[src/rtl/codec_fi_pkg.sv]
// Shared types and helpers for the codec frame interpreter.
// Assumes 16-bit frames and a 3-bit cascade address.
package codec_fi_pkg;
    localparam int FRAME_W = 16;
    localparam int ADDR_W = 3;
    localparam int MAX_DEV = 1 << ADDR_W;
    localparam int CNT_W = ADDR_W + 1;
    localparam logic [7:0] CRA_RESET = 8'h10;

    typedef enum logic [1:0] {
        MODE_PGM  = 2'd0,
        MODE_DATA = 2'd1,
        MODE_MIX  = 2'd2
    } op_mode_e;

    typedef struct packed {
        logic              flag;
        logic [ADDR_W-1:0] addr;
        logic [3:0]        idx;
        logic [7:0]        val;
    } ctl_word_t;

    // Operating mode from the two low bits of register 0.
    function automatic op_mode_e mode_of(input logic [7:0] cra);
        if (!cra[0]) return MODE_PGM;
        else if (cra[1]) return MODE_MIX;
        else return MODE_DATA;
    endfunction

    // Device count from register 0 bits 6:4, zero meaning the full chain.
    function automatic logic [CNT_W-1:0] dev_count_of(input logic [7:0] cra);
        logic [ADDR_W-1:0] f;
        f = cra[4 +: ADDR_W];
        return (f == '0) ? CNT_W'(MAX_DEV) : {1'b0, f};
    endfunction
endpackage

[src/rtl/codec_fi_rx.sv]
// Serial frame receiver: collects FRAME_W bits, MSB first, starting at
// the bit that carries the frame sync; pulses frame_done one cycle after
// the last bit. Assumes frames are at least FRAME_W cycles apart; a new
// sync restarts collection. Samples the ADC word with the sync.
module codec_fi_rx import codec_fi_pkg::*; #(
    parameter int FW = FRAME_W
) (
    input  logic          clk,
    input  logic          rst_n,
    input  logic          ser_in,
    input  logic          fs_in,
    input  logic [FW-1:0] adc_in,
    output logic          frame_done,
    output logic [FW-1:0] frame_word,
    output logic [FW-1:0] adc_held
);
    localparam int BW = $clog2(FW);

    logic [BW-1:0] bcnt;
    logic          active;

    // Shift in bits, count them and flag the completed frame.
    always_ff @(posedge clk) begin
        if (!rst_n) begin
            bcnt       <= '0;
            active     <= 1'b0;
            frame_done <= 1'b0;
            frame_word <= '0;
            adc_held   <= '0;
        end else begin
            frame_done <= 1'b0;
            if (fs_in) begin
                frame_word <= {frame_word[FW-2:0], ser_in};
                bcnt       <= BW'(1);
                active     <= 1'b1;
                adc_held   <= adc_in;
            end else if (active) begin
                frame_word <= {frame_word[FW-2:0], ser_in};
                if (bcnt == BW'(FW - 1)) begin
                    active     <= 1'b0;
                    frame_done <= 1'b1;
                    bcnt       <= '0;
                end else begin
                    bcnt <= bcnt + 1'b1;
                end
            end
        end
    end

    // completion is a single-cycle event even with back-to-back frames
    a_r11_done_pulse: assert property (@(posedge clk) disable iff (!rst_n)
        frame_done |=> !frame_done);
endmodule

[src/rtl/codec_fi_decode.sv]
// Frame decision: classifies each completed frame by mode, handles cascade
// addressing, writes the register file, counts data frames against the
// device count and loads the DAC register. Produces the outgoing word
// combinationally in the completion cycle. Assumes frame_done pulses.
module codec_fi_decode import codec_fi_pkg::*; #(
    parameter int NREG = 8
) (
    input  logic                 clk,
    input  logic                 rst_n,
    input  logic                 frame_done,
    input  logic [FRAME_W-1:0]   frame_word,
    input  logic [FRAME_W-1:0]   adc_word,
    output logic                 tx_load,
    output logic [FRAME_W-1:0]   tx_word,
    output logic                 dac_load,
    output logic [FRAME_W-1:0]   dac_word,
    output logic [1:0]           op_mode,
    output logic [NREG*8-1:0]    cfg_flat
);
    logic [7:0]       regs [NREG];
    logic [CNT_W-1:0] fcnt;
    logic [CNT_W-1:0] dev_n;
    op_mode_e         mode;
    ctl_word_t        ctl;
    logic             is_ctl, for_me, idx_ok, wr_hit, own_data;
    logic [FRAME_W-1:0] adc_fmt, dac_next;

    // Field view, mode and device count of the current state.
    always_comb begin
        ctl      = ctl_word_t'(frame_word);
        mode     = mode_of(regs[0]);
        dev_n    = dev_count_of(regs[0]);
        is_ctl   = (mode == MODE_PGM) || ((mode == MODE_MIX) && ctl.flag);
        for_me   = is_ctl && (ctl.addr == '0);
        idx_ok   = ({28'd0, ctl.idx} < NREG);
        wr_hit   = frame_done && for_me && idx_ok;
        own_data = !is_ctl && (fcnt == dev_n);
        adc_fmt  = (mode == MODE_MIX) ? {1'b0, adc_word[FRAME_W-2:0]} : adc_word;
        dac_next = (mode == MODE_MIX) ? {frame_word[FRAME_W-2:0], 1'b0} : frame_word;
    end

    // Outgoing word: forwarded control, local sample, or passed-through data.
    always_comb begin
        tx_load = frame_done;
        if (is_ctl && (ctl.addr != '0))
            tx_word = {ctl.flag, ctl.addr - 1'b1, ctl.idx, ctl.val};
        else if (for_me || own_data)
            tx_word = adc_fmt;
        else
            tx_word = frame_word;
    end

    // Register file update on an accepted control write.
    always_ff @(posedge clk) begin
        for (int i = 0; i < NREG; i++) begin
            if (!rst_n)
                regs[i] <= (i == 0) ? CRA_RESET : 8'h00;
            else if (wr_hit && (ctl.idx == 4'(i)))
                regs[i] <= ctl.val;
        end
    end

    // Data frame counter, restarted by register 0 writes and own frames.
    always_ff @(posedge clk) begin
        if (!rst_n)
            fcnt <= CNT_W'(1);
        else if (wr_hit && (ctl.idx == 4'd0))
            fcnt <= CNT_W'(1);
        else if (frame_done && !is_ctl)
            fcnt <= own_data ? CNT_W'(1) : fcnt + 1'b1;
    end

    // DAC register load for the frame selected by the count.
    always_ff @(posedge clk) begin
        if (!rst_n) begin
            dac_load <= 1'b0;
            dac_word <= '0;
        end else begin
            dac_load <= frame_done && own_data;
            if (frame_done && own_data)
                dac_word <= dac_next;
        end
    end

    assign op_mode = mode;

    for (genvar g = 0; g < NREG; g++) begin : g_flat
        assign cfg_flat[g*8 +: 8] = regs[g];
    end

    // data mode is left only through reset
    a_r5_data_locked: assert property (@(posedge clk) disable iff (!rst_n)
        (mode == MODE_DATA) |=> (mode == MODE_DATA));
    // frame count stays within 1 .. device count
    a_r6_count_range: assert property (@(posedge clk) disable iff (!rst_n)
        (fcnt != '0) && (fcnt <= dev_n));
    // an out-of-range index leaves the register file untouched
    a_r4_idx_ignored: assert property (@(posedge clk) disable iff (!rst_n)
        (frame_done && for_me && !idx_ok) |=> $stable(cfg_flat));
    // a forwarded control word writes nothing
    a_r3_forward_nowrite: assert property (@(posedge clk) disable iff (!rst_n)
        (frame_done && is_ctl && (ctl.addr != '0)) |=> $stable(cfg_flat));
    // DAC load is a single-cycle pulse
    a_r10_dac_pulse: assert property (@(posedge clk) disable iff (!rst_n)
        dac_load |=> !dac_load);
endmodule

[src/rtl/codec_fi_tx.sv]
// Serial transmitter: loads a word, raises the frame sync with its MSB
// and shifts it out MSB first, zeros when idle. Assumes loads are at
// least FW cycles apart.
module codec_fi_tx #(
    parameter int FW = 16
) (
    input  logic          clk,
    input  logic          rst_n,
    input  logic          load,
    input  logic [FW-1:0] word,
    output logic          ser_out,
    output logic          fs_out
);
    logic [FW-1:0] sr;

    // Load or shift the outgoing word; sync only with the first bit.
    always_ff @(posedge clk) begin
        if (!rst_n) begin
            sr     <= '0;
            fs_out <= 1'b0;
        end else if (load) begin
            sr     <= word;
            fs_out <= 1'b1;
        end else begin
            sr     <= {sr[FW-2:0], 1'b0};
            fs_out <= 1'b0;
        end
    end

    assign ser_out = sr[FW-1];

    // outgoing sync is one cycle wide
    a_r10_fso_pulse: assert property (@(posedge clk) disable iff (!rst_n)
        fs_out |=> !fs_out);
endmodule

[src/rtl/codec_frame_if.sv]
// Top of the cascaded codec frame interpreter: receiver, decision stage
// and transmitter in series. Assumes a single clock for both serial
// directions and frames of FRAME_W bits.
module codec_frame_if import codec_fi_pkg::*; #(
    parameter int NREG = 8
) (
    input  logic                 clk,
    input  logic                 rst_n,
    input  logic                 ser_in,
    input  logic                 fs_in,
    input  logic [FRAME_W-1:0]   adc_word,
    output logic                 ser_out,
    output logic                 fs_out,
    output logic [FRAME_W-1:0]   dac_word,
    output logic                 dac_load,
    output logic [1:0]           op_mode,
    output logic [NREG*8-1:0]    cfg_flat
);
    logic               done;
    logic [FRAME_W-1:0] word, adc_q, tx_word;
    logic               tx_load;

    codec_fi_rx #(.FW(FRAME_W)) u_rx (
        .clk(clk), .rst_n(rst_n), .ser_in(ser_in), .fs_in(fs_in),
        .adc_in(adc_word), .frame_done(done), .frame_word(word),
        .adc_held(adc_q)
    );

    codec_fi_decode #(.NREG(NREG)) u_dec (
        .clk(clk), .rst_n(rst_n), .frame_done(done), .frame_word(word),
        .adc_word(adc_q), .tx_load(tx_load), .tx_word(tx_word),
        .dac_load(dac_load), .dac_word(dac_word), .op_mode(op_mode),
        .cfg_flat(cfg_flat)
    );

    codec_fi_tx #(.FW(FRAME_W)) u_tx (
        .clk(clk), .rst_n(rst_n), .load(tx_load), .word(tx_word),
        .ser_out(ser_out), .fs_out(fs_out)
    );
endmodule

[config.mk]
export PLATFORM = sky130hd
export DESIGN_NAME = codec_frame_if
export DESIGN_NICKNAME = d
export VERILOG_FILES = /design/src/rtl/codec_fi_pkg.sv /design/src/rtl/codec_fi_rx.sv /design/src/rtl/codec_fi_decode.sv /design/src/rtl/codec_fi_tx.sv /design/src/rtl/codec_frame_if.sv
export SDC_FILE = /design/constraint.sdc
export NUM_CORES = 1
export LEC_CHECK = 0
export ABC_AREA = 1
export BUFFER_PORTS_ARGS = -buffer_cell sky130_fd_sc_hd__buf_2
export CORE_ASPECT_RATIO = 0.5
export CORE_MARGIN = 3
export CORE_UTILIZATION = 40
export DETAILED_ROUTE_END_ITERATION = 10
export SKIP_CTS_REPAIR_TIMING = 1
export SLEW_MARGIN = 10
export SYNTH_ARGS = -nofsm -noshare
export SYNTH_HDL_FRONTEND = slang
export SYNTH_SLANG_ARGS = --single-unit
[constraint.sdc]
create_clock -name clk -period 1.57 [get_ports clk]
set_clock_uncertainty 0.05 [all_clocks]
set_input_delay 0.0785 -clock clk [delete_from_list [all_inputs] [get_ports clk]]
set_output_delay 0.0785 -clock clk [all_outputs]
set_load 0.05 [all_outputs]
# Yosys cells after proc, flatten, opt, wreduce, memory -nomap -nowiden
# Memories as Yosys holds them, arrays and structs flattened.
# Index checks and enable logic that the tools add are counted.
# classes
n_addsub	3
n_lt_le_gt_ge	1
n_eq_ne	10
mux	52
n_bitwise	10
n_reduce_logical	29
# op_table
operator	n
$mux W16	7
$mux W8	8
$mux W1	32
$eq A4 B3 Y1 const B	4
$logic_and A1 B1 Y1	16
$mux W4	3
$add A4 B1 Y4 const B	2
$eq A4 B2 Y1 const B	2
$or A1 B1 Y1	8
$logic_not A3 Y1	2
$eq A4 B1 Y1 const B	1
$eq A4 B4 Y1	1
$eq A4 B4 Y1 const B	1
$logic_not A4 Y1	1
$lt A4 B4 Y1 const B	1
$mux W2	2
$reduce_or A2 Y1	2
$reduce_bool A3 Y1	1
$reduce_or A3 Y1	1
$sub A3 B1 Y3 const B	1
$eq A2 B2 Y1 const B	1
$logic_not A2 Y1	1
$logic_or A1 B1 Y1	2
$not A1 Y1	2
other kinds (3)	3
# totals
register_bits	76
ram_bits	64
input_bits	20
output_inout_bits	85
elab_cells	118
mem_count	1
# mem_list
memory	words	word_bits	read_ports	rd_clocked_by_memory_dff	write_ports	line_no	text
u_dec.regs	8	8	8	0	8	codec_fi_decode.sv:20	logic [7:0] regs [NREG];

# Depth between registers and ports, before layout
# An unclocked memory read counts as a cell.
# logic_depth
word_depth	14
ltp_mapped	11
ltp_nobuf	10

# Hierarchy
# A second synthesis with hierarchy kept.
# hier_totals
hier_cells	665
area_unflattened_um2	5828.1
# modules_own_cells
mod	instances	cells_per_inst	area_each_um2	seq_area_each_um2
codec_fi_decode	1	391	3749.8	2342.2
codec_fi_rx	1	173	1380.1	760.7
codec_fi_tx	1	101	698.2	340.3

# Least setup slack after synthesis
# OpenSTA, ideal clock, no wires.
# synth_path
path_kind	reg2reg
start	memory u_dec.regs[0][1]
end	memory u_dec.regs[4][0] (netlist: u_dec.regs[1][0]), enable pin
arrival_ps	1577
path_slack_ps	-386
stages_incl_launch_ff	8
n_path_buf	1
period_less_slack_ps	1956
path_cell_list	edfxtp_1 -> nand2_1 -> nand2_2 -> nand4_1 -> inv_1 -> buf_4 -> nand2_1 -> nand2_1
# synth_rtl
element	line_no
start: declaration	codec_fi_decode.sv:20

==> results_dict.tcl <==
set metrics [dict create \
    drv_cap 0 \
    ys_seq_elements 140 \
    critPathTopFamily "simple AND/OR/NAND/NOR gates" \
    finalCritPeriodShare_pct 110.3 \
    synthTopCellsByArea "edfxtp_1 (34%), dfxtp_1 (27%), nor2_1 (7.6%)" \
    clock_sinks 140 \
    reg2reg_slack_ns -0.16 \
    ir_drop_uv 638.0 \
    htree_levels 4 \
    initial_utilization_pct 42.65 \
    syn-cell-area_um2 5618 \
    die_w_um 173.6 \
    drt_iter0_drc 426 \
    place.port_buffers 104 \
    viasPerCell 4.980 \
    wire_per_inst_um 15.87 \
    instances_no_fill 974 \
    rows 29 \
    dieArea_um2 15590 \
    dp_cells 909 \
    die_y_um 89.80 \
    gp_congestion 0.8065 \
    leakage_uw 0.003226 \
    synth-main-ff-cell "dfxtp_1" \
    whs_ns 0.00007250 \
    io_pins 105 \
    nets 799 \
    yosysWarningCount 0 \
    cts_tree "yes" \
    n_antenna_cell 0 \
    dr.pass1.iters 6 \
    clk_pin_slew_ns 0.06 \
    remaining_drc_errors 0 \
    dp_hpwl_um 9971 \
    grt_max_degree 48 \
    area_growth_pct 41.36 \
    syn_nets 626 \
    critPathMaxStageDelay_ns 0.45 \
    powerDensity_nw_per_um2 1219 \
    worst_slack_ns -0.1620 \
    crit_type "register to register" \
    clockBufferDepth 2 \
    synth-async-reset-ratio_pct 0 \
    insertion_delay_ns 0.41 \
    hp-class "primary input to register" \
    max_freq_mhz 577.4 \
    setup_tns_ns -4.741 \
    holdPathStages 3 \
    cts_root_buf "clkbuf_16" \
    synth_commonest_cells "nor2_1 (114), nand2_1 (110), dfxtp_1 (76), edfxtp_1 (64), o21ai_0 (37)" \
    path_max_fanout 6 \
    grt_setup_unrepaired "true" \
    critPathArrivalTime_ns 2.02 \
    synthDistinctLibCells 34 \
    overflow 0 \
    numCtsBuffers 17 \
    hold_violations 0 \
    min_period_ns 1.732 \
    crit_path_cell_trace "nor2_2, nand3_1, nand2_2, nand3_4, nor2_4, clkbuf_16, o21ai_1, a31oi_1" \
    worst_slew_pin_slew_ns 0.4326 \
    setup_viol 107 \
    synthCells 602 \
    antenna_found_initial 0 \
    grt_pass1_wl_um 22940 \
    syn_avg_cell_area_um2 9.332 \
    cpMaxStageDelayCell "edfxtp_1" \
    ff2ff_path_depth 8 \
    synth_top_area_cell "edfxtp_1" \
    drtAntennaViolNets 0 \
    drive_gt1_share_pct 37.56 \
    synth_most_common_cell "nor2_1" \
    finalMaxSlewViolations 0 \
    cp.depth 8 \
    violations "negative setup slack" \
    crit_buf_inv 1 \
    grt_pass1_vias 4256 \
    grtUsageTotal_pct 18.54 \
    synth_edf_count 64 \
    seq_area_frac_synth_pct 61.29 \
    end_kind "register" \
    wl_um 15460 \
    relSlewSlack_pct 70.94 \
    synth_top_area_share_pct 34.21 \
    core-area_um2 13170 \
    critical_path_required_ns 1.85 \
    status "complete, but fails checks" \
    pre_cts_ws_ns -0.09274 \
    worstSetupStartpointType "register" \
    vias 4851 \
]
-- placed cells by master, fill, tap and decap left out, drive strengths merged, types with 3 or more instances in the layout --
cell         Yosys  routed
o21ai           63      63
buf             13     157
inv             34      38
edfxtp          64      64
nand3           19      19
dfxtp           76      76
bufinv           0       6
ha               4       4
clkinvlp         0       4
dlygate4sd3      0      17
nor3             6       6
nor2           117     117
clkinv          10      13
clkbuf          14      19
xor2             3       3
nand2          118     121
a31oi           15      15
a21oi           37      37
-- state kept, by name, summed over array words and instances (netlist names) --
name             flops
u_dec.regs          64
u_dec.dac_word      16
u_rx.adc_held       16
u_rx.frame_word     16
u_tx.sr             16
u_dec.fcnt           4
u_rx.bcnt            4
u_dec.dac_load       1
u_rx.active          1
u_rx.frame_done      1
u_tx.fs_out          1
-- worst reg2reg max path, cell delays in order (launching register included) --
cell and delay (ns):
edfxtp_1 0.45, nor2_2 0.16, nand3_1 0.09, nand2_2 0.09, nand3_4 0.12, nor2_4 0.26, clkbuf_16 0.20, o21ai_1 0.06
a31oi_1 0.18
-- per-layer routing --
| layer | routed length [um] | vias up | share of wire (%) | GRT usage [%] |
|---|---|---|---|---|
| li1 | - | 2358 | - | - |
| met1 | 7337 | 2297 | 47 | 26.86 |
| met2 | 6905 | 175 | 45 | 27.75 |
| met3 | 1002 | 21 | 6.5 | 3.872 |
| met4 | 210 | 0 | 1.4 | 6.083 |
| met5 | 0 | - | 0 | 0 |
-- kinds of logic (layout without fill, tap and decap cells) --
| logic type | Yosys count | count (layout) | share of synthesized area [%] |
|---|---|---|---|
| AO/OA/AOI/OAI | 119 | 119 | 11.85 |
| XOR/XNOR | 3 | 3 | 0.4678 |
| adder cells (fa/ha/maj) | 4 | 4 | 0.8909 |
| buffers and inverters | 71 | 254 | 5.679 |
| flip-flops | 140 | 140 | 61.29 |
| AND/OR/NAND/NOR | 265 | 268 | 19.82 |
-- where the power goes --
part           leakage [uW]  internal (uW)  switching, uW
Clock              0.000332           3020           1680
Sequential          0.00128           3920           83.4
Combinational       0.00162            298            681
Total               0.00323           7240           2440
-- final cells by class --
cell class / instances / area, um2
inverter: 44 / 176.4
tap: 186 / 232.7
fill: 1100 / 5230
clock buffer: 17 / 425.4
timing repair inverter: 2 / 12.51
timing repair buffer: 176 / 1215
multi-input combinational: 394 / 2176
sequential: 140 / 3445
clock inverter: 15 / 259.0
-- final timing paths --
kind | from | to
worst max-delay path | u_dec.regs[0][6] | u_dec.dac_word[8]
worst min-delay path | rst_n | u_dec.dac_word[0]
worst max register to register | u_dec.regs[0][6] | u_dec.dac_word[8]
worst min register to register | u_tx.sr[6] | u_tx.sr[7]
-- stage by stage --
step	power [uW]	util, %	cell area [um2]
global route	9975	60.29	7941
finish	9682	60.29	7941
floorplan	4644	-	5697
CTS	9595	55.84	7355
detailed placement	4930	50.64	6670
global placement	4925	50.64	6670
Power figures use the tool's default switching activity.
